File: src/rtl/gcc_pkg.sv
package gcc_pkg;

  // strobes sent from the gate control to the count datapath
  typedef struct packed {
    logic clr;   // zero every counter stage
    logic inc;   // one counted edge while the gate is open
  } dpStrobe_t;

  typedef enum logic {
    MEAS_FREQ   = 1'b0,
    MEAS_PERIOD = 1'b1
  } measMode_e;

  localparam int unsigned DIGIT_W   = 4;
  localparam logic [3:0]  DIGIT_MAX = 4'd9;

endpackage

File: src/rtl/gcc_decade.sv
module gcc_decade
  import gcc_pkg::*;
(
  input  logic               clk,
  input  logic               rst_n,
  input  logic               clr,
  input  logic               inc,
  output logic [DIGIT_W-1:0] digit,
  output logic               carryOut
);

  logic atMax;

  assign atMax    = (digit == DIGIT_MAX);
  assign carryOut = inc & atMax;

  always_ff @(posedge clk or negedge rst_n) begin
    if (!rst_n) begin
      digit <= '0;
    end else if (clr) begin
      digit <= '0;
    end else if (inc) begin
      digit <= atMax ? '0 : digit + 4'd1;
    end
  end

endmodule

File: src/rtl/gcc_binseg.sv
module gcc_binseg #(
  parameter int unsigned W = 16
) (
  input  logic         clk,
  input  logic         rst_n,
  input  logic         clr,
  input  logic         inc,
  output logic [W-1:0] value,
  output logic         carryOut
);

  assign carryOut = inc & (&value);

  always_ff @(posedge clk or negedge rst_n) begin
    if (!rst_n) begin
      value <= '0;
    end else if (clr) begin
      value <= '0;
    end else if (inc) begin
      value <= value + {{(W-1){1'b0}}, 1'b1};
    end
  end

endmodule

File: src/rtl/gcc_ctrl.sv
module gcc_ctrl
  import gcc_pkg::*;
(
  input  logic       clk,
  input  logic       rst_n,
  input  logic       chanA,
  input  logic       chanB,
  input  logic       gateTb,
  input  logic       periodRef,
  input  logic       modePeriod,
  input  logic       chanSel,
  input  logic       armCmd,
  input  logic       clearCmd,
  output dpStrobe_t  strobe,
  output logic       done,
  output logic       gateOpen,
  output logic       armed
);

  measMode_e mode;
  logic countSel, gateSel;
  logic countPrev, gatePrev;
  logic countRise, gateRise;
  logic armFf, openFf, doneReg;
  logic busy;

  assign mode = measMode_e'(modePeriod);

  // source selection per measurement mode
  always_comb begin
    unique case (mode)
      MEAS_PERIOD: begin
        countSel = periodRef;
        gateSel  = chanA;
      end
      default: begin
        countSel = chanSel ? chanB : chanA;
        gateSel  = gateTb;
      end
    endcase
  end

  // one-sample history for rising-edge detection
  always_ff @(posedge clk or negedge rst_n) begin
    if (!rst_n) begin
      countPrev <= 1'b0;
      gatePrev  <= 1'b0;
    end else begin
      countPrev <= countSel;
      gatePrev  <= gateSel;
    end
  end

  assign countRise = countSel & ~countPrev;
  assign gateRise  = gateSel & ~gatePrev;
  assign busy      = armFf | openFf;

  // arm / open flip-flop pair and registered completion flag
  always_ff @(posedge clk or negedge rst_n) begin
    if (!rst_n) begin
      armFf   <= 1'b0;
      openFf  <= 1'b0;
      doneReg <= 1'b0;
    end else if (clearCmd) begin
      armFf   <= 1'b0;
      openFf  <= 1'b0;
      doneReg <= 1'b0;
    end else if (openFf && gateRise) begin
      openFf  <= 1'b0;
      doneReg <= 1'b1;
    end else if (armFf && gateRise) begin
      openFf  <= 1'b1;
      armFf   <= 1'b0;
    end else if (armCmd && !busy) begin
      armFf   <= 1'b1;
      doneReg <= 1'b0;
    end
  end

  always_comb begin
    strobe.clr = clearCmd;
    strobe.inc = openFf & countRise & ~clearCmd;
  end

  assign done     = doneReg;
  assign gateOpen = openFf;
  assign armed    = armFf;

endmodule

File: src/rtl/gcc_datapath.sv
module gcc_datapath
  import gcc_pkg::*;
#(
  parameter int unsigned NUM_DECADES = 4,
  parameter int unsigned LO_W        = 16,
  parameter int unsigned HI_W        = 8,
  localparam int unsigned BCD_W      = DIGIT_W * NUM_DECADES,
  localparam int unsigned EXT_W      = LO_W + HI_W
) (
  input  logic             clk,
  input  logic             rst_n,
  input  dpStrobe_t        strobe,
  output logic [BCD_W-1:0] bcdDigits,
  output logic [EXT_W-1:0] binExt
);

  logic [NUM_DECADES:0] decCarry;
  logic                 loCarry;
  logic                 hiCarry;

  assign decCarry[0] = strobe.inc;

  for (genvar d = 0; d < NUM_DECADES; d++) begin : g_decade
    gcc_decade u_decade (
      .clk      (clk),
      .rst_n    (rst_n),
      .clr      (strobe.clr),
      .inc      (decCarry[d]),
      .digit    (bcdDigits[DIGIT_W*d +: DIGIT_W]),
      .carryOut (decCarry[d+1])
    );
  end

  gcc_binseg #(.W(LO_W)) u_binLo (
    .clk      (clk),
    .rst_n    (rst_n),
    .clr      (strobe.clr),
    .inc      (decCarry[NUM_DECADES]),
    .value    (binExt[LO_W-1:0]),
    .carryOut (loCarry)
  );

  gcc_binseg #(.W(HI_W)) u_binHi (
    .clk      (clk),
    .rst_n    (rst_n),
    .clr      (strobe.clr),
    .inc      (loCarry),
    .value    (binExt[EXT_W-1:LO_W]),
    .carryOut (hiCarry)
  );

  // the overall wrap of the count is silent by design
  logic unusedCarry;
  assign unusedCarry = hiCarry;

endmodule

File: src/rtl/gate_counter_core.sv
module gate_counter_core
  import gcc_pkg::*;
#(
  parameter int unsigned NUM_DECADES = 4,
  parameter int unsigned LO_W        = 16,
  parameter int unsigned HI_W        = 8,
  localparam int unsigned BCD_W      = DIGIT_W * NUM_DECADES,
  localparam int unsigned EXT_W      = LO_W + HI_W
) (
  input  logic             clk,
  input  logic             rst_n,
  input  logic             chanA,
  input  logic             chanB,
  input  logic             gateTb,
  input  logic             periodRef,
  input  logic             modePeriod,
  input  logic             chanSel,
  input  logic             armCmd,
  input  logic             clearCmd,
  output logic             done,
  output logic [BCD_W-1:0] bcdDigits,
  output logic [EXT_W-1:0] binExt
);

  dpStrobe_t strobe;
  logic      gateOpen;
  logic      armed;

  gcc_ctrl u_ctrl (
    .clk        (clk),
    .rst_n      (rst_n),
    .chanA      (chanA),
    .chanB      (chanB),
    .gateTb     (gateTb),
    .periodRef  (periodRef),
    .modePeriod (modePeriod),
    .chanSel    (chanSel),
    .armCmd     (armCmd),
    .clearCmd   (clearCmd),
    .strobe     (strobe),
    .done       (done),
    .gateOpen   (gateOpen),
    .armed      (armed)
  );

  gcc_datapath #(
    .NUM_DECADES (NUM_DECADES),
    .LO_W        (LO_W),
    .HI_W        (HI_W)
  ) u_dp (
    .clk       (clk),
    .rst_n     (rst_n),
    .strobe    (strobe),
    .bcdDigits (bcdDigits),
    .binExt    (binExt)
  );

endmodule

File: config.mk
export PLATFORM = sky130hd
export DESIGN_NAME = gate_counter_core
export DESIGN_NICKNAME = d
export VERILOG_FILES = /design/src/rtl/gcc_pkg.sv /design/src/rtl/gcc_decade.sv /design/src/rtl/gcc_binseg.sv /design/src/rtl/gcc_ctrl.sv /design/src/rtl/gcc_datapath.sv /design/src/rtl/gate_counter_core.sv
export SDC_FILE = /design/constraint.sdc
export NUM_CORES = 1
export LEC_CHECK = 0
export ABC_CLOCK_PERIOD_IN_PS = 2700
export CORE_ASPECT_RATIO = 1.25
export CORE_MARGIN = 5
export CORE_UTILIZATION = 50
export DETAILED_ROUTE_END_ITERATION = 8
export PLACE_DENSITY_LB_ADDON = 0.05
export SYNTH_ARGS = -nofsm -noshare
export SYNTH_HDL_FRONTEND = slang
export SYNTH_SLANG_ARGS = --single-unit
File: constraint.sdc
create_clock -name clk -period 2.7 [get_ports clk]
set_input_delay 0.54 -clock clk [delete_from_list [all_inputs] [get_ports clk]]
set_output_delay 0.54 -clock clk [all_outputs]
set_load 0.02 [all_outputs]
**Word level (Yosys, flattened, before mapping)**

Cells that the tools add are included.

- Register bits: 45
- Latch bits: 0
- Bits in writable memories: 0
- ROM bits: 0
- Input port bits: 10
- Output and inout bits: 41
- Word-level logic and storage cells: 82
- Memories: 0

- Add/subtract/negate cells: 6
- Multipliers: 0
- Divide/modulo/power cells: 0
- $lt $le $gt $ge: 0
- Equal/unequal tests: 6
- Shifts and indexed selects: 0
- Mux-type cells: 30
- Bitwise logic cells: 13
- Reductions and logical operators: 16

Operators with widths:

| operator | number |
|---|---|
| $mux W4 | 12 |
| $mux W16 | 2 |
| $add A16 B1 Y16 const B | 1 |
| $add A4 B1 Y4 const B | 4 |
| $eq A4 B4 Y1 const B | 4 |
| $mux W8 | 2 |
| $reduce_and A16 Y1 | 1 |
| $mux W1 | 14 |
| $reduce_bool A2 Y1 | 6 |
| $and A1 B1 Y1 | 9 |
| $reduce_bool A3 Y1 | 3 |
| $add A8 B1 Y8 const B | 1 |
| $reduce_and A2 Y1 | 2 |
| $logic_and A1 B1 Y1 | 3 |
| $ne A3 B2 Y1 const B | 1 |
| $not A1 Y1 | 3 |
| $ne A2 B2 Y1 const B | 1 |
| $logic_not A1 Y1 | 1 |
| $or A1 B1 Y1 | 1 |

**Depth between registers and ports, before layout**

Gate-level depths: netlist of run 1.

- Depth after elaboration: 12
- Depth in mapped cells: 8
- Depth with buffers taken out: 6

**By module**

From an unflattened synthesis of run 1, not the netlist that was laid out.

- Cells, all modules: 248
- Area total of the unflattened synthesis: 2,427.3 µm²

By module, submodules not included:

| module | instances | cells each | area each (µm²) | seq. area each (µm²) |
|---|---|---|---|---|
| gcc_decade | 4 | 26 | 241.5 | 100.1 |
| gcc_binseg (u_dp.u_binLo) | 1 | 81 | 812.0 | 400.4 |
| gcc_binseg (u_dp.u_binHi) | 1 | 39 | 402.9 | 200.2 |
| gcc_ctrl | 1 | 24 | 246.5 | 125.1 |

**Least setup slack after synthesis of run 1**

OpenSTA, ideal clock, no wires.

- Path type: reg2reg
- Start point: register u_dp.g_decade[2].u_decade.digit[0]
- End point: register u_dp.u_binHi.value[2]
- Arrival time: 1,910 ps
- Required time: 2,572 ps
- Path slack: 662 ps
- Stages on the path, launching flop included: 8
- Buffers on the path: 2
- Clock period less this slack: 2,038 ps
- Path through: dfrtp_1 ha_1 and3b_1 buf_2 nand4_4 buf_6 nor4_1 mux2_1

- Word-level cells in the longest chain between the ends: 5

RTL lines:

| item | line | source |
|---|---|---|
| from (decl) | gcc_decade.sv:8 | `output logic [DIGIT_W-1:0] digit,` |
| from (signal assigned) | gcc_decade.sv:23 | `digit <= atMax ? '0 : digit + 4'd1;` |
| $eq A4 B4 Y1 | gcc_decade.sv:14 | `assign atMax = (digit == DIGIT_MAX);` |
| $and A1 B1 Y1 (2 in a row) | gcc_decade.sv:15 | `assign carryOut = inc & atMax;` |
| $and A1 B1 Y1 | gcc_binseg.sv:12 | `assign carryOut = inc & (&value);` |
| $reduce_bool A2 Y1 (no line) | - |  |
| to (signal assigned) | gcc_binseg.sv:20 | `value <= value + {{(W-1){1'b0}}, 1'b1};` |
| to (decl) | gcc_binseg.sv:8 | `output logic [W-1:0] value,` |

Every way passes these cells.
A chain may end at the register's enable or synchronous reset.

**Final worst setup path of run 1**

- Start point: register u_dp.g_decade[2].u_decade.digit[0]
- End point: register u_dp.u_binHi.value[1]

The elaborated chain is that of the path after synthesis.

==> out/metrics.csv, run 1 <==
metric,value,unit
run status,completed,
met3 Resource Use GR,3.179,%
Initial DRC Count,73,
Synth Area in Simple Gates,30.36,%
CP Buf/Inv Count,0,
I/O pin count,51,
number of distinct library cells after synthesis,42,
met1 usage,21.88,%
fin crit period,2301,ps
crit path DAT,2490,ps
syn avg cell area,9.461,um2
"Seq/Total Area, Yosys",40.49,%
Num CTS Buffers,5,
fin cells,404,
area grow syn2layout,24.20,%
Rows,30,
slowest CP cell,dfrtp_1,
nets@finish,359,
largest family of logic cells by synthesized area,simple AND/OR/NAND/NOR gates,
Mapped Area,2781,um2
Synth warnings,0,
clk sinks,45,
leakage,1.460,nW
DR DRC count,0,
dpl hpwl,4255,um
required time of the critical path,2890,ps
Via Count,2351,
Seq cells post-synth,45,
Die H,93.39,um
Final Setup Violations,0,
Synth Instances,294,
"most common cell after layout, fill and taps aside",clkdlybuf4s50_1,
startpoint types,flop,
Die X,76.71,um
"Clk pin slew, worst setup/hold paths",90,ps
CP Max Fanout,26,
CP cell instances,ha_1 -> and3b_1 -> nand4_4 -> nor4_2 -> mux2_2,
GP Congestion,0.7429,
Post-Syn Nets,314,
vias per cell,5.819,
RSZ-0062 raised after global routing,false,
Clock Root Buffer,clkbuf_8,
multiplexer share of the synthesized area,10.75,%
crit end category,flop,
met2 Use GR,31.66,%
H-tree levels,2,
max incr delay on CP,480,ps
gr ovfl total,0,
largest net degree at the start of global routing,64,
critical path class,reg -> reg,
ys async rst share,100.0,%
Synth Area in Adders,4.498,%
first-pass GRT wire length,10720,um
initial antenna violation count,0,
TritonCTS clock tree,yes,
share of cells above drive strength 1,12.35,%
post-synthesis compound-gate area fraction,8.952,%
drt first pass iters,4,
Port Buffers,50,
CTS Hold Buffers Added,0,
crit share post-route,85.21,%
Post-CTS Resized,0,
Post-Synth XOR/XNOR Area,0,%
routed wire length,6275,um
Clock Skew,5.577,ps
fin. max-slew vios,0,
final hold vios,0,
flop-to-flop setup slack,400,ps
main flop type after synthesis,dfrtp_1,
PwrDens,396.8,nW/um2
fmax,434.7,MHz
Max-Cap Viols,0,
Post-DRT Antenna Nets,0,
GRT Max-Usage Layer,met2,
Die Area,7164,um2
CP top delay family,simple AND/OR/NAND/NOR gates,
VDD IR max,0.0003565,V
GRT Total Usage,17.84,%
Routed WL per cell,15.53,um
vias in the first global route,2317,
Hold Crit Class,in -> async,
TNS Setup,0,ps
Slew @ Worst Pin,614.7,ps
Core ar.,5405,um2
CTS Buffer Depth,2,
"EDFF count, synth",0,
clock latency on the worst-skew pair,300,ps
Antenna Cells,0,
Starting Density,51.46,%
# placed instances,396,
"commonest cells after routing, fill and taps aside","clkdlybuf4s50_1 (48), dfrtp_1 (45), nor2_1 (26), nor2b_1 (22), a21oi_1 (20)",
post-CTS setup buffers,0,
Slew HR,59.02,%
worst reg2reg max path: stages, from the launching register on:
cell     delay [ps]
dfrtp_1         480
ha_1            200
and3b_1         330
nand4_4         380
nor4_2          430
mux2_2          370
through the flow:
step / utilization (%) / area [um2] / hold WS [ps] / setup slack (ps) / total power [mW]
CTS: 63.91 / 3455 / 162.6 / 364.1 / 1.381
finish: 63.91 / 3455 / 154.1 / 399.4 / 1.371
floorplan: - / 2781 / 244.4 / 662.3 / 0.7367
detailed placement: 61.44 / 3321 / 488.7 / 248.9 / 0.7777
global placement: 61.44 / 3321 / 493.6 / 324.9 / 0.7758
global route: 63.91 / 3455 / 175.4 / 198.5 / 1.419
routing by layer:
layer | wire length [um] | vias up
met5 | 0 | -
met1 | 2773 | 1147
li1 | - | 1148
met3 | 259 | 4
met4 | 50 | 0
met2 | 3192 | 52
final cells by class:
class / instances / area [um2]
multi-input cells: 219 / 1518
repair buffers: 57 / 555.5
well taps: 64 / 80.08
clock buffers: 5 / 68.82
inverters: 11 / 41.29
fillers: 487 / 1951
flip-flops and latches: 45 / 1126
clock inverters: 3 / 65.06
power breakdown:
| group | total [mW] | internal (mW) | switching [mW] | leakage [nW] |
|---|---|---|---|---|
| logic | 0.0777 | 0.0295 | 0.0482 | 0.770 |
| registers | 0.685 | 0.679 | 0.00529 | 0.622 |
| clock network | 0.609 | 0.368 | 0.241 | 0.0681 |
flip-flops by register name, summed over array words and instances, names as in the netlist:
name	count
u_ctrl.countPrev	1
u_ctrl.gatePrev	1
u_ctrl.armed	1
u_ctrl.gateOpen	1
u_dp.u_binLo.value	16
u_ctrl.done	1
u_dp.g_decade.u_decade.digit	16
u_dp.u_binHi.value	8
final timing paths:
kind | from | to | cells past startpoint
worst min register to register | u_ctrl.done$_DFFE_PN0P_ | u_ctrl.done$_DFFE_PN0P_ | 2
worst max register to register | u_dp.g_decade[2].u_decade.digit[0]$_DFFE_PN0P_ | u_dp.u_binHi.value[1]$_DFFE_PN0P_ | 5
worst min-delay path | rst_n | u_dp.g_decade[1].u_decade.digit[3]$_DFFE_PN0P_ | 1
min in group clk | u_ctrl.done$_DFFE_PN0P_ | u_ctrl.done$_DFFE_PN0P_ | 2
max in group asynchronous | rst_n | u_dp.u_binHi.value[1]$_DFFE_PN0P_ | 2
worst max-delay path | u_dp.g_decade[2].u_decade.digit[0]$_DFFE_PN0P_ | u_dp.u_binHi.value[1]$_DFFE_PN0P_ | 5
logic make-up after synthesis:
logic type	count (synthesis)
flops	45
mux	27
compound gates	42
fa+ha+maj	10
buf+inv	30
simple gates	140
cells in the mapped netlist (all sizes together), types with 2 or more instances:
cell	n	area share, %
dfrtp	45	40
and3	3	0.67
nand2	12	1.6
mux2	23	9.3
nor2b	22	4.9
or3	6	1.3
nand2b	5	1.1
nor2	26	3.5
clkbuf	8	1.1
ha	10	4.5
buf	11	2.4
nand3	11	2.0
or4	7	1.9
nor4	12	3.4
a31oi	2	0.45
o31ai	6	1.6
and2	3	0.67
mux2i	4	1.4
inv	11	1.5
a21oi	20	3.6
and4	6	1.9
o21ai	9	1.6
nor3	6	1.1
and3b	3	0.94
nand4	12	3.5
Power figures use the tool's default switching activity.
==> inputs of run 2 (changes only) <==
--- a/config.mk
+++ b/config.mk
@@ -6,11 +6,11 @@
 export NUM_CORES = 1
 export LEC_CHECK = 0
 export ABC_CLOCK_PERIOD_IN_PS = 2700
-export CORE_ASPECT_RATIO = 1.25
 export CORE_MARGIN = 5
 export CORE_UTILIZATION = 50
 export DETAILED_ROUTE_END_ITERATION = 8
 export PLACE_DENSITY_LB_ADDON = 0.05
+export SKIP_LAST_GASP = 1
 export SYNTH_ARGS = -nofsm -noshare
 export SYNTH_HDL_FRONTEND = slang
 export SYNTH_SLANG_ARGS = --single-unit
==> out/metrics.csv, run 2 (synthesis gave the netlist of run 1 again) <==
metric,value,unit,change
Hold Crit Class,in -> async,,
Rows,27,,-10%
final hold vios,0,,unchanged
Final Setup Violations,0,,unchanged
dpl cell area,3331,um2,+0.30%
fin cells,412,,+2.0%
area grow syn2layout,23.39,%,
crit end category,flop,,
I/O pin count,51,,unchanged
VDD IR max,0.0002155,V,-40%
Initial DRC Count,108,,+48%
capturing point of the worst reg2reg path,u_dp.u_binHi.value[7]$_DFFE_PN0P_,,
DR DRC count,0,,unchanged
GRT Total Usage,17.42,%,-0.42 points
leakage,1.446,nW,-0.95%
# placed instances,404,,+2.0%
PwrDens,359.0,nW/um2,-9.5%
vias per cell,5.556,,-4.5%
fin crit period,2293,ps,-7.858 ps
fmax,436.2,MHz,+0.34%
"Clk pin slew, worst setup/hold paths",90,ps,about the same
drt first pass iters,4,,unchanged
RSZ-0062 raised after global routing,false,,
first-pass GRT wire length,10490,um,-2.1%
Max-Cap Viols,0,,unchanged
CP Max Fanout,26,,unchanged
critical path class,reg -> reg,,
Routed WL per cell,14.88,um,-4.2%
vias in the first global route,2141,,-7.6%
Slew HR,58.90,%,-0.12 points
Post-DRT Antenna Nets,0,,unchanged
Die H,84.59,um,-9.4%
clk sinks,45,,unchanged
dpl hpwl,4087,um,-3.9%
Port Buffers,50,,unchanged
required time of the critical path,2890,ps,about the same
CTS Buffer Depth,2,,unchanged
TritonCTS clock tree,yes,,
run status,completed,,
Num CTS Buffers,5,,unchanged
nets@finish,359,,unchanged
area of the multi-input gates,1518,um2,unchanged
largest registers,"u_dp.g_decade.u_decade.digit x16, u_dp.u_binLo.value x16, u_dp.u_binHi.value x8",,
gr ovfl total,0,,unchanged
Post-CTS Resized,0,,unchanged
GP Congestion,0.7507,,+1.0%
"commonest cells after routing, fill and taps aside","clkdlybuf4s50_1 (48), dfrtp_1 (45), nor2_1 (26), nor2b_1 (22), a21oi_1 (20)",,
Core ar.,5473,um2,+1.3%
post-route cell area,3432,um2,-0.65%
Layout Utilization,62.71,%,-1.2 points
Die Area,7155,um2,-0.13%
post-CTS setup buffers,0,,unchanged
TNS Setup,0,ps,unchanged
Clock Root Buffer,clkbuf_8,,
startpoint types,flop,,
H-tree levels,2,,unchanged
R2R cell count,6,,+1
clock latency on the worst-skew pair,300,ps,about the same
crit share post-route,84.92,%,-0.29 points
share of cells above drive strength 1,12.35,%,unchanged
Seq. cell area,1126,um2,unchanged
crit path DAT,2480,ps,about the same
Antenna Cells,0,,unchanged
Via Count,2289,,-2.6%
routed wire length,6132,um,-2.3%
Slew @ Worst Pin,616.6,ps,+1.873 ps
Clock Skew,8.869,ps,+3.292 ps
CTS Hold Buffers Added,0,,unchanged
initial antenna violation count,0,,unchanged
fin. max-slew vios,0,,unchanged
PnR Total Power,1.232,mW,-10%
Die X,84.59,um,+10%
"most common cell after layout, fill and taps aside",clkdlybuf4s50_1,,
largest net degree at the start of global routing,64,,unchanged
Starting Density,50.82,%,-0.64 points
flop-to-flop setup slack,410,ps,about the same
Fill cells,473,,-2.9%
RR Startpoint,u_dp.g_decade[2].u_decade.digit[1]$_DFFE_PN0P_,,
==> run 2: cell types whose count changed in the layout (fill, tap and decap cells not counted) <==
| cell | before | now |
|---|---|---|
| clkbuf_8 | 5 | 7 |
| bufinv_16 | 2 | 0 |
==> run 2: critical path: stages (launching register included) <==
cell     delay [ps]
dfrtp_1         450
inv_1            80
ha_1            150
and3b_1         320
nand4_4         380
nor4_1          450
mux2_1          360
==> run 2: routing by layer <==
layer  share of wire [%]  GRT usage [%]  up-vias
li1                    -              -     1147
met1                  50          24.22     1097
met2                  45          27.54       43
met3                 4.4          4.514        2
met4                0.47          3.453        0
met5                   0              0        -
==> run 2: worst max-delay path by stage <==
stage                                                               from                           endpoint  slack [ps]  cells past startpoint
after floorplan           u_dp.g_decade[2].u_decade.digit[0]$_DFFE_PN0P_  u_dp.u_binHi.value[2]$_DFFE_PN0P_         660                      7
after global placement                                        modePeriod  u_dp.u_binHi.value[0]$_DFFE_PN0P_         310                      6
after detailed placement                                      modePeriod  u_dp.u_binHi.value[0]$_DFFE_PN0P_         260                      6
after CTS                 u_dp.g_decade[2].u_decade.digit[0]$_DFFE_PN0P_  u_dp.u_binHi.value[3]$_DFFE_PN0P_         410                      5
after global routing      u_dp.g_decade[2].u_decade.digit[0]$_DFFE_PN0P_  u_dp.u_binHi.value[5]$_DFFE_PN0P_         180                      5
final                     u_dp.g_decade[2].u_decade.digit[1]$_DFFE_PN0P_  u_dp.u_binHi.value[7]$_DFFE_PN0P_         410                      6
==> run 2: cell type report <==
type	count	share of cell area, %
tap	72	2.625
timing repair buffer	57	16.19
clock buffer	7	2.807
inverter	11	1.203
clock inverter	1	0.1458
multi-input combinational	219	44.22
sequential	45	32.81
==> run 2: power breakdown <==
part | internal (mW) | switching [mW]
Sequential | 0.679 | 0.00545
Clock | 0.232 | 0.238
Combinational | 0.0295 | 0.0482
Total | 0.941 | 0.291
==> run 2: metrics by stage <==
stage                     worst slack [ps]  hold slack [ps]
after global placement               307.0            367.8
after global routing                 176.9            39.77
after floorplan                      662.3            244.4
after CTS                            410.4            34.12
final                                407.3            38.01
after detailed placement             260.9            366.0
